## config.mk

```make
export PLATFORM = sky130hd
export DESIGN_NAME = i2c_cfg_slave
export DESIGN_NICKNAME = d
export VERILOG_FILES = /design/src/rtl/i2c_cfg_pkg.sv /design/src/rtl/i2c_line_filter.sv /design/src/rtl/i2c_bus_events.sv /design/src/rtl/i2c_slave_fsm.sv /design/src/rtl/i2c_reg_bank.sv /design/src/rtl/i2c_cfg_slave.sv
export SDC_FILE = /design/constraint.sdc
export NUM_CORES = 1
export LEC_CHECK = 0
export BUFFER_PORTS_ARGS = -buffer_cell sky130_fd_sc_hd__buf_2
export CAP_MARGIN = 20
export CORE_ASPECT_RATIO = 2
export CORE_MARGIN = 8
export CORE_UTILIZATION = 37
export DETAILED_ROUTE_END_ITERATION = 8
export PLACE_DENSITY = 0.56
export REMOVE_ABC_BUFFERS = 1
export SETUP_SLACK_MARGIN = 0.1
export SYNTH_ARGS = -nofsm -noshare
export SYNTH_HDL_FRONTEND = slang
export SYNTH_SLANG_ARGS = --single-unit
```

## constraint.sdc

```tcl
create_clock -name clk -period 3 [get_ports clk]
set_clock_uncertainty 0.15 [all_clocks]
set_input_delay 0.3 -clock clk [delete_from_list [all_inputs] [get_ports clk]]
set_output_delay 0.3 -clock clk [all_outputs]
set_load 0.01 [all_outputs]
```

## src/rtl/i2c_cfg_pkg.sv

```systemverilog
package i2c_cfg_pkg;

   typedef enum logic [3:0] {
      ST_IDLE,
      ST_ADDR,
      ST_ACK_ADDR,
      ST_SUB,
      ST_ACK_SUB,
      ST_WDATA,
      ST_ACK_W,
      ST_RDATA,
      ST_ACK_R
   } slv_state_e;

   typedef struct packed {
      logic start;
      logic stop;
      logic scl_rise;
      logic scl_fall;
      logic scl;
      logic sda;
   } bus_evt_t;

endpackage

```

## src/rtl/i2c_line_filter.sv

```systemverilog
module i2c_line_filter #(
   parameter int FILT_LEN = 7
) (
   input  logic clk,
   input  logic rst_n,
   input  logic filt_en,
   input  logic raw_i,
   output logic line_o
);
   localparam int CNT_W = (FILT_LEN > 0) ? $clog2(FILT_LEN + 1) : 1;

   logic [1:0] sync_q;

   always_ff @(posedge clk or negedge rst_n) begin
      if (!rst_n) sync_q <= 2'b11;
      else        sync_q <= {sync_q[0], raw_i};
   end

   generate
      if (FILT_LEN == 0) begin : g_bypass
         always_ff @(posedge clk or negedge rst_n) begin
            if (!rst_n) line_o <= 1'b1;
            else        line_o <= sync_q[1];
         end
      end else begin : g_filter
         logic [CNT_W-1:0] cnt_q;
         always_ff @(posedge clk or negedge rst_n) begin
            if (!rst_n) begin
               line_o <= 1'b1;
               cnt_q  <= '0;
            end else if (sync_q[1] == line_o) begin
               cnt_q <= '0;
            end else if (!filt_en || cnt_q == CNT_W'(FILT_LEN - 1)) begin
               line_o <= sync_q[1];
               cnt_q  <= '0;
            end else begin
               cnt_q <= cnt_q + 1'b1;
            end
         end
         // with the filter on, an accepted change follows a run of differing samples
         assert_filter_run_R10: assert property (@(posedge clk) disable iff (!rst_n)
            (filt_en && $past(filt_en) && (line_o != $past(line_o))) |-> ($past(sync_q[1]) != $past(line_o)));
      end
   endgenerate
endmodule

```

## src/rtl/i2c_bus_events.sv

```systemverilog
module i2c_bus_events
   import i2c_cfg_pkg::*;
(
   input  logic     clk,
   input  logic     rst_n,
   input  logic     scl_f,
   input  logic     sda_f,
   output bus_evt_t evt
);
   logic scl_d, sda_d;

   always_ff @(posedge clk or negedge rst_n) begin
      if (!rst_n) begin
         scl_d <= 1'b1;
         sda_d <= 1'b1;
      end else begin
         scl_d <= scl_f;
         sda_d <= sda_f;
      end
   end

   always_comb begin
      evt.scl      = scl_f;
      evt.sda      = sda_f;
      evt.scl_rise = scl_f & ~scl_d;
      evt.scl_fall = ~scl_f & scl_d;
      evt.start    = scl_f & scl_d & sda_d & ~sda_f;
      evt.stop     = scl_f & scl_d & ~sda_d & sda_f;
   end
endmodule

```

## src/rtl/i2c_slave_fsm.sv

```systemverilog
module i2c_slave_fsm
   import i2c_cfg_pkg::*;
#(
   parameter int         NUM_REGS    = 16,
   parameter logic [5:0] DEV_ADDR_HI = 6'b110101,
   parameter int         IDX_W       = $clog2(NUM_REGS)
) (
   input  logic             clk,
   input  logic             rst_n,
   input  bus_evt_t         evt,
   input  logic             dev_sel,
   input  logic [7:0]       rd_byte,
   output logic             sda_oe,
   output logic [IDX_W-1:0] ptr,
   output logic             wr_en,
   output logic [IDX_W-1:0] wr_idx,
   output logic [7:0]       wr_data
);
   localparam logic [IDX_W-1:0] TOP = IDX_W'(NUM_REGS - 1);

   slv_state_e state;
   logic [3:0] bitcnt;
   logic [7:0] shreg, txreg;
   logic       rw, over, mack;
   logic       byte_done;

   assign byte_done = evt.scl_fall && (bitcnt == 4'd8);

   always_ff @(posedge clk or negedge rst_n) begin
      if (!rst_n) begin
         state   <= ST_IDLE;
         bitcnt  <= '0;
         shreg   <= '0;
         txreg   <= '0;
         sda_oe  <= 1'b0;
         rw      <= 1'b0;
         over    <= 1'b0;
         mack    <= 1'b0;
         ptr     <= '0;
         wr_en   <= 1'b0;
         wr_idx  <= '0;
         wr_data <= '0;
      end else begin
         wr_en <= 1'b0;
         if (evt.start) begin
            state  <= ST_ADDR;
            bitcnt <= '0;
            sda_oe <= 1'b0;
         end else if (evt.stop) begin
            state  <= ST_IDLE;
            sda_oe <= 1'b0;
         end else begin
            case (state)
               ST_ADDR, ST_SUB, ST_WDATA: begin
                  if (evt.scl_rise) begin
                     shreg  <= {shreg[6:0], evt.sda};
                     bitcnt <= bitcnt + 1'b1;
                  end else if (byte_done) begin
                     bitcnt <= '0;
                     state  <= ST_IDLE;
                     if (state == ST_ADDR) begin
                        if (shreg[7:1] == {DEV_ADDR_HI, dev_sel}) begin
                           rw     <= shreg[0];
                           sda_oe <= 1'b1;
                           state  <= ST_ACK_ADDR;
                        end
                     end else if (state == ST_SUB) begin
                        if (int'(shreg) < NUM_REGS) begin
                           ptr    <= shreg[IDX_W-1:0];
                           over   <= 1'b0;
                           sda_oe <= 1'b1;
                           state  <= ST_ACK_SUB;
                        end
                     end else if (!over) begin
                        wr_en   <= 1'b1;
                        wr_idx  <= ptr;
                        wr_data <= shreg;
                        sda_oe  <= 1'b1;
                        state   <= ST_ACK_W;
                        if (ptr == TOP) over <= 1'b1;
                        else            ptr  <= ptr + 1'b1;
                     end
                  end
               end
               ST_ACK_ADDR: begin
                  if (evt.scl_fall) begin
                     bitcnt <= '0;
                     if (rw) begin
                        state  <= ST_RDATA;
                        txreg  <= rd_byte;
                        sda_oe <= ~rd_byte[7];
                     end else begin
                        state  <= ST_SUB;
                        sda_oe <= 1'b0;
                     end
                  end
               end
               ST_ACK_SUB, ST_ACK_W: begin
                  if (evt.scl_fall) begin
                     sda_oe <= 1'b0;
                     bitcnt <= '0;
                     state  <= ST_WDATA;
                  end
               end
               ST_RDATA: begin
                  if (evt.scl_rise) begin
                     bitcnt <= bitcnt + 1'b1;
                  end else if (byte_done) begin
                     sda_oe <= 1'b0;
                     state  <= ST_ACK_R;
                     if (ptr == TOP) over <= 1'b1;
                     else            ptr  <= ptr + 1'b1;
                  end else if (evt.scl_fall) begin
                     txreg  <= {txreg[6:0], 1'b0};
                     sda_oe <= ~txreg[6];
                  end
               end
               ST_ACK_R: begin
                  if (evt.scl_rise) begin
                     mack <= ~evt.sda;
                  end else if (evt.scl_fall) begin
                     bitcnt <= '0;
                     if (mack) begin
                        state  <= ST_RDATA;
                        txreg  <= rd_byte;
                        sda_oe <= ~rd_byte[7];
                     end else begin
                        state <= ST_IDLE;
                     end
                  end
               end
               default: sda_oe <= 1'b0;
            endcase
         end
      end
   end

   // a START restarts address capture with SDA released
   assert_start_abort_R8: assert property (@(posedge clk) disable iff (!rst_n)
      evt.start |=> (state == ST_ADDR && !sda_oe));
   // a STOP returns to idle with SDA released
   assert_stop_abort_R8: assert property (@(posedge clk) disable iff (!rst_n)
      evt.stop |=> (state == ST_IDLE && !sda_oe));
   // the slave changes SDA to low only while SCL is low
   assert_drive_scl_low_R2: assert property (@(posedge clk) disable iff (!rst_n)
      $rose(sda_oe) |-> !evt.scl);
   // every stored byte is acknowledged in the same cycle
   assert_write_acked_R4: assert property (@(posedge clk) disable iff (!rst_n)
      wr_en |-> sda_oe);
   // a byte past the top register is neither stored nor acknowledged
   assert_no_store_past_top_R5: assert property (@(posedge clk) disable iff (!rst_n)
      (state == ST_WDATA && over && byte_done) |=> (!wr_en && !sda_oe && state == ST_IDLE));
endmodule

```

## src/rtl/i2c_reg_bank.sv

```systemverilog
module i2c_reg_bank #(
   parameter int NUM_REGS = 16,
   parameter int GRP_BASE = 8,
   parameter int IDX_W    = $clog2(NUM_REGS)
) (
   input  logic             clk,
   input  logic             rst_n,
   input  logic             wr_en,
   input  logic [IDX_W-1:0] wr_idx,
   input  logic [7:0]       wr_data,
   input  logic [IDX_W-1:0] bus_idx,
   output logic [7:0]       bus_data,
   input  logic [7:0]       host_idx,
   output logic [7:0]       host_data,
   output logic [31:0]      grp_value
);
   localparam logic [IDX_W-1:0] GRP_TOP = IDX_W'(GRP_BASE + 3);

   logic [7:0] regs [NUM_REGS];

   always_ff @(posedge clk or negedge rst_n) begin
      if (!rst_n) begin
         for (int i = 0; i < NUM_REGS; i++) regs[i] <= '0;
         grp_value <= '0;
      end else if (wr_en) begin
         regs[wr_idx] <= wr_data;
         if (wr_idx == GRP_TOP)
            grp_value <= {wr_data, regs[GRP_BASE+2], regs[GRP_BASE+1], regs[GRP_BASE]};
      end
   end

   always_comb begin
      bus_data  = '0;
      host_data = '0;
      for (int i = 0; i < NUM_REGS; i++) begin
         if (bus_idx == IDX_W'(i))  bus_data  = regs[i];
         if (host_idx == 8'(i))     host_data = regs[i];
      end
   end

   // the group value moves only on a write to the group's last byte
   assert_grp_commit_R9: assert property (@(posedge clk) disable iff (!rst_n)
      !(wr_en && wr_idx == GRP_TOP) |=> $stable(grp_value));
endmodule

```

## src/rtl/i2c_cfg_slave.sv

```systemverilog
module i2c_cfg_slave
   import i2c_cfg_pkg::*;
#(
   parameter int         NUM_REGS    = 16,
   parameter int         GRP_BASE    = 8,
   parameter int         FILT_LEN    = 7,
   parameter logic [5:0] DEV_ADDR_HI = 6'b110101
) (
   input  logic        clk,
   input  logic        rst_n,
   input  logic        scl_i,
   input  logic        sda_i,
   input  logic        addr_sel,
   output logic        sda_oe,
   input  logic [7:0]  cfg_idx,
   output logic [7:0]  cfg_data,
   output logic [31:0] grp_value
);
   localparam int IDX_W = $clog2(NUM_REGS);

   generate
      if (NUM_REGS < 5 || NUM_REGS > 256) begin : g_bad_regs
         $error("NUM_REGS must lie in 5..256");
      end
      if (GRP_BASE < 0 || GRP_BASE + 4 > NUM_REGS) begin : g_bad_grp
         $error("register group must fit inside the bank");
      end
      if (FILT_LEN < 0 || FILT_LEN > 1024) begin : g_bad_filt
         $error("FILT_LEN must lie in 0..1024");
      end
   endgenerate

   logic [1:0] raw_lines, clean_lines;
   assign raw_lines = {sda_i, scl_i};

   generate
      for (genvar g = 0; g < 2; g++) begin : g_line
         i2c_line_filter #(.FILT_LEN(FILT_LEN)) u_filt (
            .clk    (clk),
            .rst_n  (rst_n),
            .filt_en(~addr_sel),
            .raw_i  (raw_lines[g]),
            .line_o (clean_lines[g])
         );
      end
   endgenerate

   bus_evt_t         evt;
   logic [IDX_W-1:0] ptr, wr_idx;
   logic             wr_en;
   logic [7:0]       wr_data, bus_data;

   i2c_bus_events u_evt (
      .clk  (clk),
      .rst_n(rst_n),
      .scl_f(clean_lines[0]),
      .sda_f(clean_lines[1]),
      .evt  (evt)
   );

   i2c_slave_fsm #(
      .NUM_REGS   (NUM_REGS),
      .DEV_ADDR_HI(DEV_ADDR_HI),
      .IDX_W      (IDX_W)
   ) u_fsm (
      .clk    (clk),
      .rst_n  (rst_n),
      .evt    (evt),
      .dev_sel(addr_sel),
      .rd_byte(bus_data),
      .sda_oe (sda_oe),
      .ptr    (ptr),
      .wr_en  (wr_en),
      .wr_idx (wr_idx),
      .wr_data(wr_data)
   );

   i2c_reg_bank #(
      .NUM_REGS(NUM_REGS),
      .GRP_BASE(GRP_BASE),
      .IDX_W   (IDX_W)
   ) u_bank (
      .clk      (clk),
      .rst_n    (rst_n),
      .wr_en    (wr_en),
      .wr_idx   (wr_idx),
      .wr_data  (wr_data),
      .bus_idx  (ptr),
      .bus_data (bus_data),
      .host_idx (cfg_idx),
      .host_data(cfg_data),
      .grp_value(grp_value)
   );

   // nothing is driven onto SDA while in reset
   always_comb begin
      if (!rst_n) assert_reset_release_R12: assert (!sda_oe);
   end
endmodule

```

==> results of run 1 <==
## stage by stage
step | area, um^2 | hold slack (ns) | setup slack (ns)
3_3_place_gp | 12300 | 0.148 | 0.144
3_5_place_dp | 12300 | 0.148 | 0.117
6_report | 13100 | 0.185 | 0.259
4_1_cts | 13100 | 0.195 | 0.116
5_1_grt | 13100 | 0.212 | 0.130
2_1_floorplan | 11100 | -0.146 | -0.127
## power breakdown
part           switching [uW]  leakage, uW  internal (uW)  total [uW]
clock                    1180     0.000351           1680        2860
sequential                130      0.00289           2930        3060
combinational             547      0.00264            344         891
total                    1860      0.00589           4950        6810
## cell families (layout without fill, tap and decap cells)
logic type,after synthesis,count (layout),synth area share
XOR/XNOR,4,4,0.00307
adder cells (fa/ha/maj),10,10,0.0110
buffers and inverters,114,185,0.0419
AND/OR/NAND/NOR,238,238,0.103
AO/OA/AOI/OAI,297,297,0.173
flip-flops,210,210,0.461
multiplexers,198,198,0.207
## layer usage
metal  track usage  vias up  wire [um]  share of wire
met5             0        -          0              0
met4        0.0826        0       1440          0.040
met3        0.0256       60       2210          0.061
met2         0.313      334      17000           0.47
met1         0.256     4692      15500           0.43
li1              -     4089          -              -
## layout make-up
class                   instances  area, um^2  share of cell area
flip-flops and latches        210        5270               0.402
clock inverters                10         144              0.0110
repair buffers                110         788              0.0602
multi-input cells             747        5690               0.435
well taps                     372         465              0.0356
inverters                      35         135              0.0103
clock buffers                  30         602              0.0460
## cells in the mapped netlist, drive strengths merged (6+ instances only)
library cell	instances	area [um^2]
mux4	13	293
a21oi	81	405
clkbuf	43	161
o21ai	71	355
a211oi	9	67.6
nor3	19	116
or2	6	37.5
dfrtp	202	5050
o211ai	14	105
mux2	173	1950
o221ai	9	85.1
o22a	8	70.1
a221oi	23	208
nor2	55	206
nand2b	19	119
inv	32	120
a221o	6	60.1
dfstp	8	210
nand3b	8	60.1
mux2i	12	120
a22oi	10	75.1
nand3	29	145
nor2b	12	75.1
nand2	67	251
ha	10	125
buf	36	185
o22ai	13	81.3
## worst register-to-register path: cells and delay by family (launching register included)
family	cells	cell delay [ns]
AOI/OAI and AO/OA	5	1.11
adders and majority gates	1	0.26
buffers and inverters	2	0.32
DFF	1	0.43
and+or+nand+nor	1	0.35
## worst paths after layout
check / from / to / slack, ns / cells after the start
max: cfg_idx[5] / cfg_data[1] / 0.26 / 9
min: rst_n / g_line[1].u_filt.g_filter.cnt_q[1]$_DFF_PN0_ / 0.19 / 2
max reg2reg: u_fsm.ptr[0]$_DFFE_PN0P_ / u_fsm.txreg[4]$_DFFE_PN0P_ / 0.29 / 9
min reg2reg: g_line[0].u_filt.sync_q[0]$_DFF_PN1_ / g_line[0].u_filt.sync_q[1]$_DFF_PN1_ / 0.21 / 0
max in group asynchronous: rst_n / u_fsm.state[3]$_DFFE_PN0P_ / 1.62 / 3
min in group clk: g_line[0].u_filt.sync_q[0]$_DFF_PN1_ / g_line[0].u_filt.sync_q[1]$_DFF_PN1_ / 0.21 / 0
## registers in the layout (all words and copies together), names as in the netlist
name,cells
u_fsm.rw,1
u_fsm.ptr,4
u_fsm.bitcnt,4
u_fsm.over,1
u_fsm.wr_data,8
u_fsm.txreg,7
g_line.u_filt.sync_q,4
g_line.u_filt.g_filter.cnt_q,6
u_fsm.mack,1
u_bank.regs,120
u_evt.sda_d,1
u_bank.grp_value,32
u_fsm.shreg,8
u_fsm.sda_oe,1
u_evt.scl_d,1
u_fsm.wr_idx,4
u_fsm.state,4
g_line.u_filt.line_o,2
u_fsm.wr_en,1
## what timing repair did
item,in CTS,in global routing
setup buffers,0,1
endpoints found under the hold margin,68,0
setup endpoints to repair,0,6
hold buffers,4,0
resized for setup,0,3
==> results.cfg, run 1 <==
[status]
outcome = complete, no violations

[grt]
antenna_found_initial = 0
grt_pass1_wl_um = 56600
grt_overflow_total = 0
grt_pass1_vias = 9311
grt_max_degree = 68
grt_use_total = 0.194

[clock_network]
root_buffer = clkbuf_16
cts-buffers-inserted = 22
ctsLongestPathBuffers = 3
cts_tree = built
htreeDepth = 1
cts.reportedPaths.clkPinSlew_ns = 0.07
clock-sinks = 210
insertion_delay_ns = 0.52

[synthesis]
synth_edf_count = 0
ys_seq_area_frac = 0.461
ys_ff_latch = 210
ys_warn_count = 0
syn_area_um2 = 11400
synth_ff_type = dfrtp_1
syn_avg_cell_area_um2 = 10.7
synthCells = 1071
synthArstFlopShare = 1.00
synth.distinct_cells = 70

[setup_path]
crit_chain = buf_2 > or4_1 > nor3_4 > buf_12 > o221ai_1 > a21oi_1 > a21oi_1 > a22oi_1 > buf_2
max_stage_delay_ns = 0.66
critPathCaptureType = output port
path_delay_family = simple AND/OR/NAND/NOR gates
cp_num_buf_inv = 3
cp_slowest_cell = or4_1
arrival_ns = 2.29
path_max_fanout = 9
crit_path_start_kind = input port
required_ns = 2.55
crit_type = in2out

[final_layout]
fillers = 2925
final_cells = 1514
layout_commonest_cell = dfrtp_1
diodes = 0
layout-drive-gt1-share = 0.309
layout_common_cells = dfrtp_1, mux2_2, a21oi_1
area_growth_pct = 14.6
nets = 1149
utilization = 0.427

[placement]
place_congestion = 0.950
port-buffer-count = 53
place_hpwl_um = 25700
place_inst = 1469

[power]
power_leakage_uw = 0.00589
ir_worst_vdd_uv = 445
power_density_nw_per_um2 = 520
p_total_uw = 6810

[timing]
tns_ns = 0
tightest_slew_ns = 0.911
period_needed_ns = 2.74
hold_violations = 0
timing.final.crit_share = 0.914
slew_headroom = 0.392
fmax_mhz = 365
drv_slew = 0
setup_viol = 0
rsz0062_at_grt = false

[floorplanning]
coreArea_um2 = 30600
num_io_pins = 54
start_util = 0.373
row_count = 91
die_w_um = 140
die_area_um2 = 37100
die_h_um = 264

[flow_run]
max_cap_viol_count = 0

[drt]
drt-initial-drc-count = 752
wirelength_um = 36100
ant_nets = 0
drtPass1Iterations = 5
vias = 9175
wl_per_cell_um = 23.8
drc_errors = 0
vias_per_cell = 6.06

[worst_hold_path]
hp-class = in2async
Note: power is estimated with default switching activity, not from simulation.
==> run 2: changes to the inputs <==
CORE_MARGIN = 3   (was 8)
==> results.cfg, run 2 (synthesis gave the netlist of run 1 again) <==
[timing]
period_needed_ns = 2.79
tightest_slew_ns = 0.927
timing.final.crit_share = 0.930
slew_headroom = 0.382
rsz0062_at_grt = true
setup_viol = 0
drv_slew = 0
tns_ns = 0
hold_violations = 0
fmax_mhz = 358

[floorplanning]
num_io_pins = 54
start_util = 0.377
die_area_um2 = 33100
row_count = 90
coreArea_um2 = 30300
die_h_um = 254
die_w_um = 130

[grt]
grt_overflow_total = 0
antenna_found_initial = 0
grt_use_met3 = 0.0235
grt_most_used_layer = met2
grt_use_total = 0.231
grt_pass1_vias = 9562
grt_max_degree = 82
grt_util_met2 = 0.432
grt_pass1_wl_um = 57900
grt_util_met1 = 0.241

[clock_network]
root_buffer = clkbuf_16
clock-sinks = 210
cts_tree = built
cts.reportedPaths.clkPinSlew_ns = 0.06
ctsLongestPathBuffers = 3
insertion_delay_ns = 0.53
post_cts_buffers = 0
cts-buffers-inserted = 22
htreeDepth = 1

[placement]
placed_area_um2 = 12400
place_hpwl_um = 28100
port-buffer-count = 53
place_congestion = 0.932

[worst_hold_path]
hp-class = in2async

[flow_run]
max_cap_viol_count = 0

[setup_path]
critPathCaptureType = output port
required_ns = 2.55
crit_type = in2out
crit_path_start_kind = input port
arrival_ns = 2.34
path_max_fanout = 6

[power]
p_total_uw = 7030
power_density_nw_per_um2 = 533
power_leakage_uw = 0.00599
ir_worst_vdd_uv = 454

[final_layout]
nets = 1163
reg_top3 = u_bank.regs: 120 flops, u_bank.grp_value: 32 flops
layout_common_cells = dfrtp_1, mux2_2, a21oi_1
fillers = 2864
diodes = 0
largest_reg_flops = 120
area_growth_pct = 15.6
final_area_um2 = 13200
layout_commonest_cell = dfrtp_1
utilization = 0.436
layout-drive-gt1-share = 0.319
top_register = u_bank.regs

[drt]
vias_per_cell = 6.04
drc_errors = 0
drt-initial-drc-count = 720
ant_nets = 0
drtPass1Iterations = 5
vias = 9206
wirelength_um = 37900
wl_per_cell_um = 24.9

[status]
outcome = complete, no violations
==> run 2: cell count changes in the layout (fill, tap and decap cells not counted), sizes merged <==
cell,delta
clkinv,+1
bufinv,+1
buf,+13
inv,+1
clkinvlp,-4
clkbuf,+1
==> run 2: area by class of cell <==
| cell class | count | area, um^2 | share of cell area |
|---|---|---|---|
| Clock inverter | 9 | 149 | 0.0113 |
| Multi-Input combinational cell | 747 | 5690 | 0.431 |
| Tap cell | 368 | 460 | 0.0349 |
| Clock buffer | 30 | 652 | 0.0494 |
| Inverter | 35 | 131 | 0.00995 |
| Timing Repair Buffer | 124 | 858 | 0.0650 |
| Sequential cell | 210 | 5270 | 0.399 |
==> run 2: repair_timing <==
action	4_1_cts	5_1_grt
endpoints found under the hold margin	73	0
hold buffers	4	0
gates resized for setup	0	2
setup endpoints to repair	0	2
==> run 2: worst paths after layout <==
check                                                      from                                    to  slack, ns  cells past startpoint
min reg2reg                g_line[1].u_filt.sync_q[0]$_DFF_PN1_  g_line[1].u_filt.sync_q[1]$_DFF_PN1_       0.21                      0
max in group asynchronous                                 rst_n           u_bank.regs[93]$_DFFE_PN0P_       1.64                      3
min in group clk           g_line[1].u_filt.sync_q[0]$_DFF_PN1_  g_line[1].u_filt.sync_q[1]$_DFF_PN1_       0.21                      0
max                                                  cfg_idx[5]                           cfg_data[1]       0.21                      8
min                                                       rst_n           u_bank.regs[20]$_DFFE_PN0P_       0.18                      2
max reg2reg                            u_fsm.ptr[0]$_DFFE_PN0P_              u_fsm.sda_oe$_DFFE_PN0P_       0.33                     10
==> run 2: layer usage <==
layer  vias to the layer above  part of all wire
met5                         -                 0
li1                       4120                 -
met1                      4684              0.34
met3                       113             0.040
met2                       289              0.55
met4                         0             0.069
==> run 2: critical path: stages <==
cell and delay [ns]:
buf_2 0.11, or4_1 0.66, nor3_4 0.29, o221ai_1 0.17
a21oi_1 0.32, a21oi_1 0.09, a22oi_1 0.22, buf_2 0.17
==> run 2: power by group <==
group	switching (uW)	internal (uW)
logic	558	375
clock network	1160	1860
registers	149	2930
total	1870	5160
==> run 2: metrics by stage <==
stage	hold WS [ns]	setup slack (ns)	instances
final	0.184	0.211	1523
after global routing	0.214	0.0898	1523
after CTS	0.207	0.224	1523
after detailed placement	0.186	0.226	1480
after global placement	0.185	0.239	1480
after floorplan	-0.146	-0.127	992
